$ cat config.mk
export PLATFORM = sky130hd
export DESIGN_NAME = keyed_watchdog
export DESIGN_NICKNAME = d
export VERILOG_FILES = /design/src/rtl/wdk_pkg.sv /design/src/rtl/wdk_key_decode.sv /design/src/rtl/wdk_gate.sv /design/src/rtl/wdk_counter.sv /design/src/rtl/wdk_pulse.sv /design/src/rtl/keyed_watchdog.sv
export SDC_FILE = /design/constraint.sdc
export NUM_CORES = 1
export LEC_CHECK = 0
export BUFFER_PORTS_ARGS = -buffer_cell sky130_fd_sc_hd__buf_4
export CAP_MARGIN = 5
export CORE_MARGIN = 1.5
export CORE_UTILIZATION = 51
export CTS_BUF_LIST = sky130_fd_sc_hd__clkbuf_4
export DETAILED_ROUTE_END_ITERATION = 16
export PLACE_DENSITY = 0.77
export SYNTH_ARGS = -nofsm -noshare
export SYNTH_HDL_FRONTEND = slang
export SYNTH_HIERARCHICAL = 1
export SYNTH_SLANG_ARGS = --single-unit
$ cat constraint.sdc
create_clock -name clk -period 1.65 [get_ports clk]
set_input_delay 0 -clock clk [delete_from_list [all_inputs] [get_ports clk]]
set_output_delay 0 -clock clk [all_outputs]
set_load 0.01 [all_outputs]
$ cat src/rtl/wdk_pkg.sv
`timescale 1ns/1ps
package wdk_pkg;

    // Default service address and the two halves of the unlock key.
    localparam logic [7:0] SVC_ADDR_DEF   = 8'hA6;
    localparam logic [7:0] KEY_FIRST_DEF  = 8'h1E;
    localparam logic [7:0] KEY_SECOND_DEF = 8'hE1;

    // Progress through the two-write unlock key.
    typedef enum logic {
        KS_WAIT = 1'b0,
        KS_HALF = 1'b1
    } wdk_kstate_e;

    // Mode configuration carried into the block as one bundle.
    typedef struct packed {
        logic idle_halt;
        logic no_rst_out;
    } wdk_cfg_t;

    // Low-power and wake status as seen by the counter gate.
    typedef struct packed {
        logic idle;
        logic pdown;
        logic wake_n;
    } wdk_pwr_t;

    // True when the counter must not advance in this cycle.
    function automatic logic wdk_blocked(input wdk_pwr_t pwr,
                                         input logic     wake_held,
                                         input wdk_cfg_t cfg);
        logic stalled_pd;
        logic stalled_idle;
        stalled_pd   = pwr.pdown | (wake_held & ~pwr.wake_n);
        stalled_idle = pwr.idle & cfg.idle_halt;
        return stalled_pd | stalled_idle;
    endfunction

endpackage

$ cat src/rtl/wdk_key_decode.sv
`timescale 1ns/1ps
module wdk_key_decode
    import wdk_pkg::*;
#(
    parameter int                  ADDR_W     = 8,
    parameter int                  DATA_W     = 8,
    parameter logic [ADDR_W-1:0]   SVC_ADDR   = SVC_ADDR_DEF,
    parameter logic [DATA_W-1:0]   KEY_FIRST  = KEY_FIRST_DEF,
    parameter logic [DATA_W-1:0]   KEY_SECOND = KEY_SECOND_DEF
) (
    input  logic              clk,
    input  logic              rst,
    input  logic              wr_en,
    input  logic [ADDR_W-1:0] wr_addr,
    input  logic [DATA_W-1:0] wr_data,
    output logic              key_fire
);

    wdk_kstate_e state_q;
    logic        svc_hit;

    assign svc_hit  = wr_en && (wr_addr == SVC_ADDR);
    // The second half completes the key only straight after the first half.
    assign key_fire = svc_hit && (wr_data == KEY_SECOND) && (state_q == KS_HALF);

    always_ff @(posedge clk) begin
        if (rst) begin
            state_q <= KS_WAIT;
        end else if (svc_hit) begin
            // Any service write other than the first half clears progress.
            state_q <= (wr_data == KEY_FIRST) ? KS_HALF : KS_WAIT;
        end
    end

endmodule

$ cat src/rtl/wdk_gate.sv
`timescale 1ns/1ps
module wdk_gate
    import wdk_pkg::*;
(
    input  logic     clk,
    input  logic     rst,
    input  logic     mc_tick,
    input  wdk_pwr_t pwr,
    input  wdk_cfg_t cfg,
    output logic     tick_ok,
    output logic     wake_hold
);

    // Remembers a power-down until the wake line has returned high.
    always_ff @(posedge clk) begin
        if (rst) begin
            wake_hold <= 1'b0;
        end else begin
            wake_hold <= pwr.pdown | (wake_hold & ~pwr.wake_n);
        end
    end

    assign tick_ok = mc_tick & ~wdk_blocked(pwr, wake_hold, cfg);

endmodule

$ cat src/rtl/wdk_counter.sv
`timescale 1ns/1ps
module wdk_counter #(
    parameter int CNT_W = 14
) (
    input  logic             clk,
    input  logic             rst,
    input  logic             key_fire,
    input  logic             tick_ok,
    output logic             armed,
    output logic [CNT_W-1:0] cnt,
    output logic             ovf
);

    localparam logic [CNT_W-1:0] ONE  = {{(CNT_W-1){1'b0}}, 1'b1};
    localparam logic [CNT_W-1:0] LAST = {{(CNT_W-1){1'b1}}, 1'b0};

    always_ff @(posedge clk) begin
        if (rst) begin
            armed <= 1'b0;
            cnt   <= '0;
            ovf   <= 1'b0;
        end else begin
            ovf <= 1'b0;
            if (key_fire) begin
                // Arming and servicing both start from zero.
                armed <= 1'b1;
                cnt   <= '0;
            end else if (armed && tick_ok) begin
                if (cnt == LAST) begin
                    // Reaching all ones is the overflow: request reset, disarm.
                    ovf   <= 1'b1;
                    armed <= 1'b0;
                    cnt   <= '0;
                end else begin
                    cnt <= cnt + ONE;
                end
            end
        end
    end

endmodule

$ cat src/rtl/wdk_pulse.sv
`timescale 1ns/1ps
module wdk_pulse #(
    parameter int PULSE_LEN = 98,
    parameter int PW        = $clog2(PULSE_LEN + 1)
) (
    input  logic          clk,
    input  logic          rst,
    input  logic          trig,
    input  logic          no_drive,
    output logic          busy,
    output logic [PW-1:0] pcnt,
    output logic          pin_drive
);

    localparam logic [PW-1:0] LOAD = PW'(PULSE_LEN - 1);
    localparam logic [PW-1:0] ONE  = PW'(1);

    logic drive_q;

    always_ff @(posedge clk) begin
        if (rst) begin
            busy    <= 1'b0;
            pcnt    <= '0;
            drive_q <= 1'b0;
        end else if (busy) begin
            // A trigger during a running pulse is ignored.
            if (pcnt == '0) begin
                busy <= 1'b0;
            end else begin
                pcnt <= pcnt - ONE;
            end
        end else if (trig) begin
            busy    <= 1'b1;
            pcnt    <= LOAD;
            drive_q <= ~no_drive;
        end
    end

    assign pin_drive = busy & drive_q;

endmodule

$ cat src/rtl/keyed_watchdog.sv
`timescale 1ns/1ps
module keyed_watchdog
    import wdk_pkg::*;
#(
    parameter int                CNT_W      = 14,
    parameter int                PULSE_LEN  = 98,
    parameter int                ADDR_W     = 8,
    parameter int                DATA_W     = 8,
    parameter logic [ADDR_W-1:0] SVC_ADDR   = SVC_ADDR_DEF,
    parameter logic [DATA_W-1:0] KEY_FIRST  = KEY_FIRST_DEF,
    parameter logic [DATA_W-1:0] KEY_SECOND = KEY_SECOND_DEF
) (
    input  logic              clk,
    input  logic              rst,
    input  logic              mc_tick,
    input  logic              wr_en,
    input  logic [ADDR_W-1:0] wr_addr,
    input  logic [DATA_W-1:0] wr_data,
    input  logic              idle,
    input  logic              pdown,
    input  logic              wake_n,
    input  logic              cfg_idle_halt,
    input  logic              cfg_no_rst_out,
    output logic              wdt_rst,
    output logic              rst_out
);

    localparam int PW = $clog2(PULSE_LEN + 1);

    wdk_cfg_t         cfg;
    wdk_pwr_t         pwr;
    logic             key_fire;
    logic             tick_ok;
    logic             wake_hold;
    logic             armed;
    logic [CNT_W-1:0] cnt;
    logic             pulse_busy;
    logic [PW-1:0]    pcnt;

    assign cfg = '{idle_halt: cfg_idle_halt, no_rst_out: cfg_no_rst_out};
    assign pwr = '{idle: idle, pdown: pdown, wake_n: wake_n};

    wdk_key_decode #(
        .ADDR_W(ADDR_W), .DATA_W(DATA_W), .SVC_ADDR(SVC_ADDR),
        .KEY_FIRST(KEY_FIRST), .KEY_SECOND(KEY_SECOND)
    ) u_key (
        .clk(clk), .rst(rst), .wr_en(wr_en), .wr_addr(wr_addr),
        .wr_data(wr_data), .key_fire(key_fire)
    );

    wdk_gate u_gate (
        .clk(clk), .rst(rst), .mc_tick(mc_tick), .pwr(pwr), .cfg(cfg),
        .tick_ok(tick_ok), .wake_hold(wake_hold)
    );

    wdk_counter #(.CNT_W(CNT_W)) u_cnt (
        .clk(clk), .rst(rst), .key_fire(key_fire), .tick_ok(tick_ok),
        .armed(armed), .cnt(cnt), .ovf(wdt_rst)
    );

    wdk_pulse #(.PULSE_LEN(PULSE_LEN), .PW(PW)) u_pulse (
        .clk(clk), .rst(rst), .trig(wdt_rst), .no_drive(cfg.no_rst_out),
        .busy(pulse_busy), .pcnt(pcnt), .pin_drive(rst_out)
    );

endmodule

==> results.sh <==
export IMPL_status="finished, violations left"
export IMPL_violations="negative setup slack"
export IMPL_post_cts_buffers=0
export IMPL_cts_buffers=3
export IMPL_drv_cap=0
export IMPL_die_w_um=55.44
export IMPL_grt_pass1_vias=1276
export IMPL_ioPinCount=27
export IMPL_num_antenna_cells=0
export IMPL_vias_per_cell=5.789
export IMPL_hpwl_um=2268
export IMPL_fillCellCount=199
export IMPL_die_area_mm2=0.003074
export IMPL_syn_num_nets=186
export IMPL_multi_input_area_um2=847.1
export IMPL_final_antenna_net_count=0
export IMPL_vias=1320
export IMPL_path_max_fanout=4
export IMPL_switching_power_mw=0.2314
export IMPL_irDropWorstVdd_uv=522.9
export IMPL_grt_pass1_wl_um=5388
export IMPL_fin_ws_ns=-0.1182
export IMPL_wire_per_inst_um=14.43
export IMPL_netlist_area_leader_share_pct=38.54
export IMPL_cts_clk_slew_worst_paths_ns=0.14
export IMPL_grt_start_max_net_pins=16
export IMPL_grt_met2_usage_pct=37.76
export IMPL_max_freq_mhz=565.5
export IMPL_gp_congestion=0.8138
export IMPL_synth_cell_type_count=49
export IMPL_cts_htree_levels=1
export IMPL_syn_area_mm2=0.001403
export IMPL_synthCells=157
export IMPL_clkPwrFrac_pct=27.4
export IMPL_syn_area_per_cell_um2=8.934
export IMPL_root_buffer="clkbuf_4"
export IMPL_initial_core_util_pct=55.11
export IMPL_wl_um=3290
export IMPL_finalCriticalPeriod_ns=1.768
export IMPL_cts_max_path_buffers=2
export IMPL_area_growth_pct=28.81
export IMPL_yosysTopAreaCell="dfxtp_1"
export IMPL_seq_area_um2=540.5
export IMPL_intPower_mw=0.8052
export IMPL_tightest_slew_ns=0.5280
export IMPL_setup_violations=15
export IMPL_synth_warnings=6
export IMPL_finalClockSkew_ns=0.004086
export IMPL_ys_ff_latch=27
export IMPL_crit_path_start_kind="register"
export IMPL_arrival_ns=1.99
export IMPL_clock_sinks=27
export IMPL_fin_crit_sh_pct=107.2
export IMPL_drt_initial_drc_count=53
export IMPL_clk_latency_ns=0.32
export IMPL_hp_class="in -> reg"
export IMPL_antenna_found_initial=0
export IMPL_leakage_nw=0.6512
export IMPL_yosysSeqAreaShare_pct=38.54
export IMPL_rsz0062_at_grt="true"
export IMPL_core_mm2=0.002545
export IMPL_drive_above_1_share_pct=28.28
export IMPL_grt_overflow=0
export IMPL_rows=18
export IMPL_grt_util_met1_pct=26.32
export IMPL_portBuffers=26
export IMPL_switching_share_pct=22.33
export IMPL_cts_tree="done"
export IMPL_worstSetupPathType="reg -> reg"
export IMPL_holdWs_ns=0.02574
export IMPL_fin_nets=228
export IMPL_final_max_slew_viol_count=0
export IMPL_grt_use_met3_pct=2.810
export IMPL_die_height_um=55.44
export IMPL_grt_use_total_pct=21.11
export IMPL_busiest_layer="met2"
export IMPL_drc=0
export IMPL_hold_viol=0
export IMPL_synth_area_leaders="dfxtp_1 39%, xnor2_1 6.9%, nor2_1 6.2%"
export IMPL_first_pass_iters=4
export IMPL_fin_util_pct=70.99
export IMPL_power_frac_seq_pct=63.1
export IMPL_cp_required_ns=1.87
export IMPL_p_per_area_mw_per_mm2=573.8
export IMPL_max_slew_margin_rel_pct=64.67
export IMPL_combPwrFrac_pct=9.5
export IMPL_cp_end_kind="register"
==> stage by stage <==
step           std cells  power [mW]  setup WS, ns  setup TNS, ns  instance area (um2)
5_1_grt              228       1.083       -0.1997         -2.567                 1807
3_3_place_gp         216      0.7474      -0.04557       -0.07576                 1657
4_1_cts              228       1.043      -0.09628        -0.9210                 1782
6_report             228       1.037       -0.1182         -1.129                 1807
3_5_place_dp         216      0.7516       -0.1142        -0.9808                 1657
2_1_floorplan        157      0.6983      -0.09598         -1.109                 1403
==> flip-flops by register name, indices dropped and copies added, names as in the netlist <==
signal	flops
u_gate/wake_hold	1
u_pulse/busy	1
u_pulse/drive_q	1
u_pulse/pcnt	7
u_cnt/armed	1
u_key/state_q	1
u_cnt/ovf	1
u_cnt/cnt	14
==> power groups by stage <==
stage / Sequential (mW) / Clock (mW) / Combinational, mW
3_5_place_dp: 0.668 / 0 / 0.0833
4_1_cts: 0.654 / 0.294 / 0.0950
5_1_grt: 0.655 / 0.322 / 0.106
6_report: 0.654 / 0.284 / 0.0984
3_3_place_gp: 0.668 / 0 / 0.0793
2_1_floorplan: 0.668 / 0 / 0.0302
==> placed cells by master, fill, tap and decap left out, types with 3 or more instances in the layout <==
cell	netlist	layout
nand3_1	7	7
buf_4	1	32
nand4_1	5	5
nor4_1	7	3
dfxtp_1	27	27
nor2_1	23	23
o21ai_1	3	3
inv_1	10	10
a21oi_1	7	6
ha_1	4	4
nand2_1	6	6
nor4_2	1	5
dlygate4sd3_1	0	6
clkbuf_4	0	3
xnor2_1	11	11
==> metal layers <==
layer / share of wire, % / routed length [um]
met3: 4.8 / 157
met1: 43 / 1418
met2: 52 / 1701
met4: 0.36 / 12
met5: 0 / 0
==> synthesized netlist by cell type (all sizes together) <==
master,number
inv,10
xnor2,11
and3b,1
nand4,6
or2,2
nor4bb,1
nor3,2
ha,4
a41oi,2
or3,2
a21oi,7
a22o,1
mux2i,1
a211o,2
dfxtp,27
nor4,8
xor2,1
or2b,1
or4,4
nor2,23
clkbuf,1
nand2b,2
o41ai,1
a2111oi,1
nor2b,2
and4b,1
o32ai,1
buf,3
o311ai,1
nor3b,2
o31ai,1
nand4b,1
nand3,7
a311oi,1
a31oi,1
nand2,7
o21ba,1
o21ai,4
and2,2
nor4b,1
==> timing repair <==
action,CTS,global route
pin swaps,4,2
cloned,1,1
endpoints found under the setup margin,15,17
hold buffers,7,0
resized for setup,4,4
endpoints found under the hold margin,9,0
==> worst max-delay path, stage by stage, from the launching register on <==
cell and delay (ns):
dfxtp_1 0.33, nor2b_4 0.13, a2111oi_4 0.22, nand4_1 0.23, or4_4 0.55, a21oi_2 0.17
nor2_1 0.04
==> final cells by class <==
class | count | area share (%)
clock buffers | 3 | 1.247
well taps | 30 | 2.078
clock inverters | 1 | 0.2770
repair buffers | 40 | 17.52
inverters | 10 | 2.078
flip-flops and latches | 27 | 29.92
multi-input cells | 117 | 46.88
==> cells by family (layout without fill, tap and decap cells) <==
family | count (synthesis) | after routing | share of synthesized area, %
simple gates | 75 | 76 | 31.49
xor+xnor | 12 | 12 | 7.493
fa+ha+maj | 4 | 4 | 3.568
compound gates | 24 | 24 | 13.29
mux | 1 | 1 | 0.7137
flops | 27 | 27 | 38.54
buf+inv | 14 | 54 | 4.906
==> path summary, 6_finish.rpt <==
path              slack (ns)             start                to  cells after the start
setup / recovery       -0.12  u_gate/wake_hold       u_cnt/armed                      6
hold / removal          0.03            wake_n  u_gate/wake_hold                      3
setup reg to reg       -0.12  u_gate/wake_hold       u_cnt/armed                      6
hold reg to reg         0.48   u_pulse/drive_q   u_pulse/drive_q                      2
(Power assumes the default switching activity.)
